$ cat config.mk
export PLATFORM = sky130hd
export DESIGN_NAME = pwm_latch_gen
export DESIGN_NICKNAME = d
export VERILOG_FILES = /design/src/rtl/pwm_gen_pkg.sv /design/src/rtl/pwm_period_ctrl.sv /design/src/rtl/pwm_duty_path.sv /design/src/rtl/pwm_latch_gen.sv
export SDC_FILE = /design/constraint.sdc
export NUM_CORES = 1
export LEC_CHECK = 0
export BUFFER_PORTS_ARGS = -buffer_cell sky130_fd_sc_hd__buf_2
export CAP_MARGIN = 20
export CORE_AREA = 4 4 47 49
export CTS_BUF_LIST = sky130_fd_sc_hd__clkbuf_8
export DETAILED_ROUTE_END_ITERATION = 10
export DIE_AREA = 0 0 51 53
export GPL_ROUTABILITY_DRIVEN = 0
export PLACE_DENSITY = 0.66
export SLEW_MARGIN = 25
export SYNTH_ARGS = -nofsm -noshare
export SYNTH_HDL_FRONTEND = slang
export SYNTH_HIERARCHICAL = 1
export SYNTH_SLANG_ARGS = --single-unit
$ cat constraint.sdc
create_clock -name clk -period 4.7 [get_ports clk]
set_clock_uncertainty 0.05 [all_clocks]
set_input_delay 0.47 -clock clk [delete_from_list [all_inputs] [get_ports clk]]
set_output_delay 0.47 -clock clk [all_outputs]
set_load 0.01 [all_outputs]
$ cat src/rtl/pwm_gen_pkg.sv
package pwm_gen_pkg;

  // Strobes handed from the period control to the duty datapath.
  typedef struct packed {
    logic advance;  // timebase moves forward this cycle
    logic wrap;     // last count of the period; load and set point
  } pwmStrobe_t;

endpackage

$ cat src/rtl/pwm_period_ctrl.sv
module pwm_period_ctrl
  import pwm_gen_pkg::*;
#(
  parameter int CNT_W = 8
) (
  input  logic             clk,
  input  logic             syncRst,
  input  logic             runEn,
  output logic [CNT_W-1:0] cntQ,
  output logic [CNT_W-1:0] cntNext,
  output pwmStrobe_t       strobe
);

  localparam logic [CNT_W-1:0] CNT_LAST = '1;
  localparam logic [CNT_W-1:0] CNT_ONE  = {{(CNT_W-1){1'b0}}, 1'b1};

  // Natural binary wrap from all-ones to zero.
  assign cntNext = cntQ + CNT_ONE;

  always_ff @(posedge clk) begin
    if (syncRst) begin
      cntQ <= '0;
    end else if (runEn) begin
      cntQ <= cntNext;
    end
  end

  always_comb begin
    strobe.advance = runEn;
    strobe.wrap    = runEn && (cntQ == CNT_LAST);
  end

  // the period strobe never lasts two cycles
  assert_wrap_single_R2: assert property (@(posedge clk) disable iff (syncRst)
    strobe.wrap |=> !strobe.wrap);

  // a new period starts at count zero
  assert_wrap_restart_R2: assert property (@(posedge clk) disable iff (syncRst)
    strobe.wrap |=> (cntQ == '0));

  // a paused timebase holds its count
  assert_idle_count_R8: assert property (@(posedge clk) disable iff (syncRst)
    !runEn |=> $stable(cntQ));

endmodule

$ cat src/rtl/pwm_duty_path.sv
module pwm_duty_path
  import pwm_gen_pkg::*;
#(
  parameter int CNT_W = 8
) (
  input  logic             clk,
  input  logic             syncRst,
  input  pwmStrobe_t       strobe,
  input  logic [CNT_W-1:0] cntNext,
  input  logic [CNT_W-1:0] dutyIn,
  output logic             pwmQ
);

  localparam logic [CNT_W-1:0] DUTY_FULL = '1;

  logic [CNT_W-1:0] dutyReg;
  logic [CNT_W-1:0] dutyNext;
  logic             matchHit;
  logic             setReq;

  // The value that governs the coming period: fresh at the wrap, held otherwise.
  assign dutyNext = strobe.wrap ? dutyIn : dutyReg;

  // Compare against the count the next cycle will show, so the
  // registered output drops exactly when that count reaches the duty value.
  assign matchHit = strobe.advance && (cntNext == dutyNext);
  assign setReq   = strobe.wrap;

  always_ff @(posedge clk) begin
    if (syncRst) begin
      dutyReg <= '0;
    end else if (strobe.wrap) begin
      dutyReg <= dutyIn;
    end
  end

  // Set/clear latch; clear takes priority.
  always_ff @(posedge clk) begin
    if (syncRst) begin
      pwmQ <= 1'b0;
    end else if (matchHit) begin
      pwmQ <= 1'b0;
    end else if (setReq) begin
      pwmQ <= 1'b1;
    end
  end

  // zero duty captured at the wrap keeps the output low
  assert_zero_duty_low_R4: assert property (@(posedge clk) disable iff (syncRst)
    (strobe.wrap && (dutyIn == '0)) |=> !pwmQ);

  // full-scale duty goes high at the start of the period
  assert_full_duty_high_R5: assert property (@(posedge clk) disable iff (syncRst)
    (strobe.wrap && (dutyIn == DUTY_FULL)) |=> pwmQ);

  // the output only rises at a period boundary
  assert_rise_on_wrap_R3: assert property (@(posedge clk) disable iff (syncRst)
    $rose(pwmQ) |-> $past(strobe.wrap));

  // the captured duty changes only at the wrap
  assert_duty_frozen_R6: assert property (@(posedge clk) disable iff (syncRst)
    !strobe.wrap |=> $stable(dutyReg));

  // a paused block holds its output
  assert_idle_output_R8: assert property (@(posedge clk) disable iff (syncRst)
    !strobe.advance |=> $stable(pwmQ));

endmodule

$ cat src/rtl/pwm_latch_gen.sv
module pwm_latch_gen
  import pwm_gen_pkg::*;
#(
  parameter int CNT_W = 8
) (
  input  logic             clk,
  input  logic             syncRst,
  input  logic             runEn,
  input  logic [CNT_W-1:0] dutyIn,
  output logic             pwmOut,
  output logic             periodPulse
);

  logic [CNT_W-1:0] cntQ;
  logic [CNT_W-1:0] cntNext;
  pwmStrobe_t       strobe;

  pwm_period_ctrl #(.CNT_W(CNT_W)) ctrlInst (
    .clk     (clk),
    .syncRst (syncRst),
    .runEn   (runEn),
    .cntQ    (cntQ),
    .cntNext (cntNext),
    .strobe  (strobe)
  );

  pwm_duty_path #(.CNT_W(CNT_W)) pathInst (
    .clk     (clk),
    .syncRst (syncRst),
    .strobe  (strobe),
    .cntNext (cntNext),
    .dutyIn  (dutyIn),
    .pwmQ    (pwmOut)
  );

  assign periodPulse = strobe.wrap;

  // the output is low in the cycle after a reset edge
  assert_reset_quiet_R1: assert property (@(posedge clk)
    syncRst |=> !pwmOut);

  // before the first wrap after reset the output stays low
  assert_first_period_low_R7: assert property (@(posedge clk) disable iff (syncRst)
    ($past(syncRst) && (cntQ == '0)) |-> !pwmOut);

endmodule

==> metrics.md, run 1 <==
| Metric | Value |
|---|---|
| Peak VDD IR | 0.113 mV |
| Top FF cell, synth | dfxtp_1 |
| Worst-margin pin slew | 522 ps |
| Hold Buf Count CTS | 0 |
| Syn_nets | 108 |
| HP Class | in2reg |
| Residual DRC | 0 |
| Max_cap viols | 0 |
| CORE AREA | 0.00186 mm^2 |
| Final hold violations | 0 |
| Root buffer cell | clkbuf_8 |
| Share of cells above drive strength 1 | 0.162 |
| # resized after CTS | 0 |
| Crit Path Max Fanout | 10 |
| Worst setup EP type | flip-flop |
| Status | completed |
| CTS tree | yes |
| Kind of critical path | reg2reg |
| Slew Limit Fails | 0 |
| Area leader, netlist | dfxtp_1 |
| Setup_tns | 0 ps |
| Most frequent cell on the critical path | nand3_1 |
| Unique masters post-synth | 22 |
| First-pass iteration count of the detailed router | 4 |
| Worst-path cell chain | ha_1, nand3_1, nor2_1, and3_1, mux2i_1, xor2_1, nand3_1, o31a_1 |
| Final worst-path cycle share | 0.540 |
| Fmax | 394 MHz |
| Worst setup SP type | flip-flop |
| WHS Path Cells | 3 |
| Port bufs | 12 |
| Syn avg cell area | 8.98 um^2 |
| # diodes | 0 |
| Via Count | 634 |
| Vias per cell | 4.80 |
| I/O pin count | 13 |
| Iter 0 DRT Violations | 8 |
| Starting Density | 0.463 |
| Clk sinks | 17 |
| First-pass GRT wire length | 2.54 mm |
| # nets final | 118 |
| Final setup viols | 0 |
| WP data required | 4780 ps |
| Clk buf depth | 2 |
| Async SR Flop Fraction | 0 |
| PwrDens | 283 mW/mm^2 |
| Slowest CP cell | and3_1 |
| Crit path time final | 2540 ps |
| Register area share after synthesis | 0.395 |
| Number of enable flip-flop cells after synthesis | 0 |
| Worst Path Arrival | 2620 ps |
| Total track usage | 0.126 |
| Vias in the first global route | 577 |
| Grt total ovfl | 0 |
| Post-CTS Setup Inserts | 0 |
| Most frequent cells after synthesis | nor2_1, dfxtp_1, xor2_1 |
| Clk_lat worst skew | 240 ps |
| Post-Route Utilization | 0.513 |
| Final WL | 1.54 mm |
| Leakage Power | 0.402 nW |
| Post-synth top area share | 0.395 |
| Slowest stage delay, CP | 510 ps |
| RSZ-0062 raised after global routing | false |
| Synthesized area | 862 um^2 |
| Most common cell in the netlist | nor2_1 |
| Site row count | 16 |
| Syn Inst Count | 96 |
| Layout area overhead | 10.7% |
| Final hold slack | 451 ps |
| Final instance count without filler cells | 132 |
| R2r worst-path depth | 8 |
| Yosys warns | 6 |
| H-tree Lvls | 1 |
| Remaining antenna violation count after routing | 0 |
| Clock slew at reported path FFs | 60 ps |
| Inserted Clock Buffers | 3 |
| Wire per inst | 11.6 um |
| Dominant cells by area after synthesis | dfxtp_1, xor2_1, mux2i_1 |
| Largest net degree at the start of global routing | 19 |
| Max-Slew Margin vs Limit | 0.652 |
| Chip Width | 51 um |
| Total Die Area | 0.00270 mm^2 |
| Antenna violations before repair | 0 |
| Die Ht | 53 um |
| Placed cell count | 128 |
| Post-synthesis register bit count | 17 |
| Post-DP HPWL | 1.14 mm |
final cells by class:
| class | count | area [um^2] |
|---|---|---|
| fillers | 188 | 907 |
| clock buffers | 3 | 41.3 |
| well taps | 27 | 33.8 |
| repair buffers | 12 | 60.1 |
| clock inverters | 1 | 3.75 |
| inverters | 1 | 3.75 |
| flip-flops and latches | 17 | 340 |
| multi-input cells | 71 | 472 |
layout by cell type, fill, tap and decap left out:
cell,netlist,routed
nor2_1,20,20
dfxtp_1,17,17
xor2_1,15,15
buf_2,1,12
mux2i_1,9,9
nand3_1,5,5
nand2_1,4,4
clkbuf_8,0,3
nand4_1,3,3
xnor2_1,3,3
inv_1,1,2
o21ai_0,2,2
or3_1,2,2
a21oi_1,2,2
and3_1,1,1
nand4_2,1,1
nor2b_1,1,1
mux2_2,1,1
ha_1,1,1
o31a_1,1,1
registers in the layout, indices dropped and copies added, names as in the netlist:
name              cells
pathInst/pwmQ         1
pathInst/dutyReg      8
ctrlInst/cntQ         8
through the flow:
| step | power (mW) | cell area [um^2] | setup slack, ps |
|---|---|---|---|
| finish | 0.270 | 955 | 2160 |
| CTS | 0.274 | 955 | 2130 |
| global route | 0.280 | 955 | 1920 |
| global placement | 0.169 | 910 | 2240 |
| detailed placement | 0.170 | 910 | 2150 |
| floorplan | 0.164 | 862 | 2520 |
final timing paths:
kind,slack [ps],from,endpoint
hold / removal,450,dutyIn[7],pathInst/dutyReg[7]
hold reg to reg,460,pathInst/dutyReg[5],pathInst/dutyReg[5]
setup reg to reg,2160,ctrlInst/cntQ[0],pathInst/pwmQ
setup / recovery,2160,ctrlInst/cntQ[0],pathInst/pwmQ
routing by layer:
metal,share of wire,up-vias,track usage
met1,0.50,290,0.157
met3,0.027,2,0.0197
met4,0.0059,0,0.0673
met5,0,-,0
li1,-,332,-
met2,0.47,10,0.208
kinds of logic (layout without fill, tap and decap cells):
group / Yosys count / in the layout / share of synthesized area
AOI/OAI and AO/OA: 5 / 5 / 0.0334
xor gates and xnor gates: 18 / 18 / 0.183
adders and majority gates: 1 / 1 / 0.0145
buffers and inverters: 8 / 17 / 0.0580
DFF: 17 / 17 / 0.395
muxes: 10 / 10 / 0.118
and+or+nand+nor: 37 / 37 / 0.199
where the power goes:
| group | internal [mW] | total (mW) | switching (mW) |
|---|---|---|---|
| Sequential | 0.146 | 0.149 | 0.00264 |
| Combinational | 0.00841 | 0.0178 | 0.00944 |
| Clock | 0.0578 | 0.103 | 0.0455 |
| Total | 0.212 | 0.270 | 0.0576 |
critical path: cells and delay by family, from the launching register on:
kind,cells,cell delay (ps)
adders and majority gates,1,300
DFF,1,410
xor gates and xnor gates,1,190
muxes,1,350
AOI/OAI and AO/OA,1,280
and+or+nand+nor,4,840
(Power assumes the default switching activity.)
==> run 2, diff against run 1 <==
--- a/config.mk
+++ b/config.mk
@@ -12,7 +12,7 @@
 export DETAILED_ROUTE_END_ITERATION = 10
 export DIE_AREA = 0 0 51 53
 export GPL_ROUTABILITY_DRIVEN = 0
-export PLACE_DENSITY = 0.66
+export PLACE_DENSITY = 0.68
 export SLEW_MARGIN = 25
 export SYNTH_ARGS = -nofsm -noshare
 export SYNTH_HDL_FRONTEND = slang
==> constraint.sdc (replaced) <==
create_clock -name clk -period 2.3 [get_ports clk]
set_clock_uncertainty 0.05 [all_clocks]
set_input_delay 0.23 -clock clk [delete_from_list [all_inputs] [get_ports clk]]
set_output_delay 0.23 -clock clk [all_outputs]
set_load 0.01 [all_outputs]
==> metrics.md, run 2 (same netlist as run 1, synthesis figures left out) <==
| Metric | Value |
|---|---|
| Status | completed |
| Most frequent cells in the layout | nor2_1, dfxtp_1, xor2_1, buf_2 |
| Final worst-path cycle share | 0.926 (+0.386) |
| H-tree Lvls | 1 (unchanged) |
| Placement Setup Slack | 148 ps (-2000 ps) |
| Total Die Area | 0.00270 mm^2 (unchanged) |
| Crit Path Max Fanout | 10 (unchanged) |
| WP data required | 2390 ps (-2390 ps) |
| Post-CTS Setup Inserts | 0 (unchanged) |
| Final setup viols | 0 (unchanged) |
| Max_cap viols | 0 (unchanged) |
| Fillers | 177 (-5.9%) |
| Setup_tns | 0 ps (unchanged) |
| WHS Path Cells | 3 (unchanged) |
| I/O pin count | 13 (unchanged) |
| Clock slew at reported path FFs | 70 ps (about the same) |
| # resized after CTS | 0 (unchanged) |
| Vias per cell | 4.86 (+1.1%) |
| Share of cells above drive strength 1 | 0.288 (+0.126) |
| Final hold violations | 0 (unchanged) |
| Chip Width | 51 um (unchanged) |
| Iter 0 DRT Violations | 3 (-5) |
| Hold Buf Count CTS | 0 (unchanged) |
| Wire per inst | 12.3 um (+6.0%) |
| CTS tree | yes |
| Clk_lat worst skew | 250 ps (about the same) |
| Antenna violations before repair | 0 (unchanged) |
| Crit path time final | 2130 ps (-407 ps) |
| Die Ht | 53 um (unchanged) |
| Starting Density | 0.463 (unchanged) |
| Peak VDD IR | 0.448 mV (+300%) |
| First-pass iteration count of the detailed router | 2 (-2) |
| Clk buf depth | 2 (unchanged) |
| Grt total ovfl | 0 (unchanged) |
| Clk sinks | 17 (unchanged) |
| Kind of critical path | reg2reg |
| Worst setup EP type | flip-flop |
| Final instance area | 0.00106 mm^2 (+11%) |
| Remaining antenna violation count after routing | 0 (unchanged) |
| Layout area overhead | 23.4% |
| Met1 WL | 783 um (+2.4%) |
| Residual DRC | 0 (unchanged) |
| Site row count | 16 (unchanged) |
| First-pass GRT wire length | 2.86 mm (+13%) |
| Top Metal Used | met4 |
| Worst-margin pin slew | 348 ps (-174 ps) |
| Metal2 WL | 809 um (+13%) |
| Worst setup SP type | flip-flop |
| Total track usage | 0.144 (+0.0180) |
| Slew Limit Fails | 0 (unchanged) |
| Max-Slew Margin vs Limit | 0.768 (+0.116) |
| Total power | 0.564 mW (+110%) |
| Root buffer cell | clkbuf_8 |
| # nets final | 124 (+5.1%) |
| Largest regs | ctrlInst/cntQ x8, pathInst/dutyReg x8, pathInst/pwmQ x1 |
| Port bufs | 12 (unchanged) |
| R2r worst-path depth | 9 (+1) |
| Largest net degree at the start of global routing | 19 (unchanged) |
| # diodes | 0 (unchanged) |
| PwrDens | 530 mW/mm^2 (+88%) |
| Worst Path Arrival | 2220 ps (-400 ps) |
| CORE AREA | 0.00186 mm^2 (unchanged) |
| Final WS setup | 171 ps (-1990 ps) |
| Final hold slack | 203 ps (-248 ps) |
| Fmax | 470 MHz (+19%) |
| Final WL | 1.70 mm (+11%) |
| Inserted Clock Buffers | 3 (unchanged) |
| Placement Cell Area | 967 um^2 (+6.3%) |
| HP Class | in2reg |
| Leakage Power | 0.445 nW (+11%) |
| Post-DP HPWL | 1.21 mm (+6.1%) |
| Met3 WL | 73 um (+74%) |
| Vias in the first global route | 694 (+20%) |
| Via Count | 670 (+5.7%) |
| Commonest non-fill, non-tap cell in the layout | nor2_1 |
## run 2: cell count changes in the layout (fill, tap and decap cells not counted), sizes merged
cell  previous run  this run
buf             12        18
## run 2: critical path: stages, from the launching register on
cell	delay (ps)
dfxtp_1	380
ha_1	190
nand3_1	100
nor2_2	130
and3_4	210
buf_12	150
mux2i_2	260
xor2_1	190
nand4_1	120
o31a_1	250
## run 2: path summary, 6_finish.rpt
kind	slack, ps	endpoint	start
max	170	pathInst/pwmQ	ctrlInst/cntQ[1]
min	200	pathInst/dutyReg[6]	dutyIn[6]
max reg2reg	170	pathInst/pwmQ	ctrlInst/cntQ[1]
min reg2reg	470	pathInst/dutyReg[0]	pathInst/dutyReg[0]
## run 2: metrics by stage
stage | utilization | instances
6_report | 0.571 | 138
5_1_grt | 0.571 | 138
4_1_cts | 0.544 | 138
3_5_place_dp | 0.519 | 134
3_3_place_gp | 0.519 | 134
2_1_floorplan | - | 96
## run 2: cell type report
| cell class | instances | area (um^2) | share of cell area |
|---|---|---|---|
| Multi-Input combinational cell | 71 | 523 | 0.492 |
| Timing Repair Buffer | 18 | 118 | 0.111 |
| Clock buffer | 3 | 41.3 | 0.0388 |
| Tap cell | 27 | 33.8 | 0.0318 |
| Clock inverter | 1 | 3.75 | 0.00353 |
| Inverter | 1 | 3.75 | 0.00353 |
| Sequential cell | 17 | 340 | 0.320 |
## run 2: routing by layer
| metal | GRT usage | vias to the layer above |
|---|---|---|
| li1 | - | 347 |
| met1 | 0.157 | 309 |
| met2 | 0.245 | 10 |
| met3 | 0.0310 | 4 |
| met4 | 0.108 | 0 |
| met5 | 0 | - |
## run 2: power breakdown
group / internal (mW) / switching (mW) / total [mW]
Sequential: 0.298 / 0.00321 / 0.301
Clock: 0.118 / 0.0981 / 0.216
Combinational: 0.0207 / 0.0251 / 0.0458
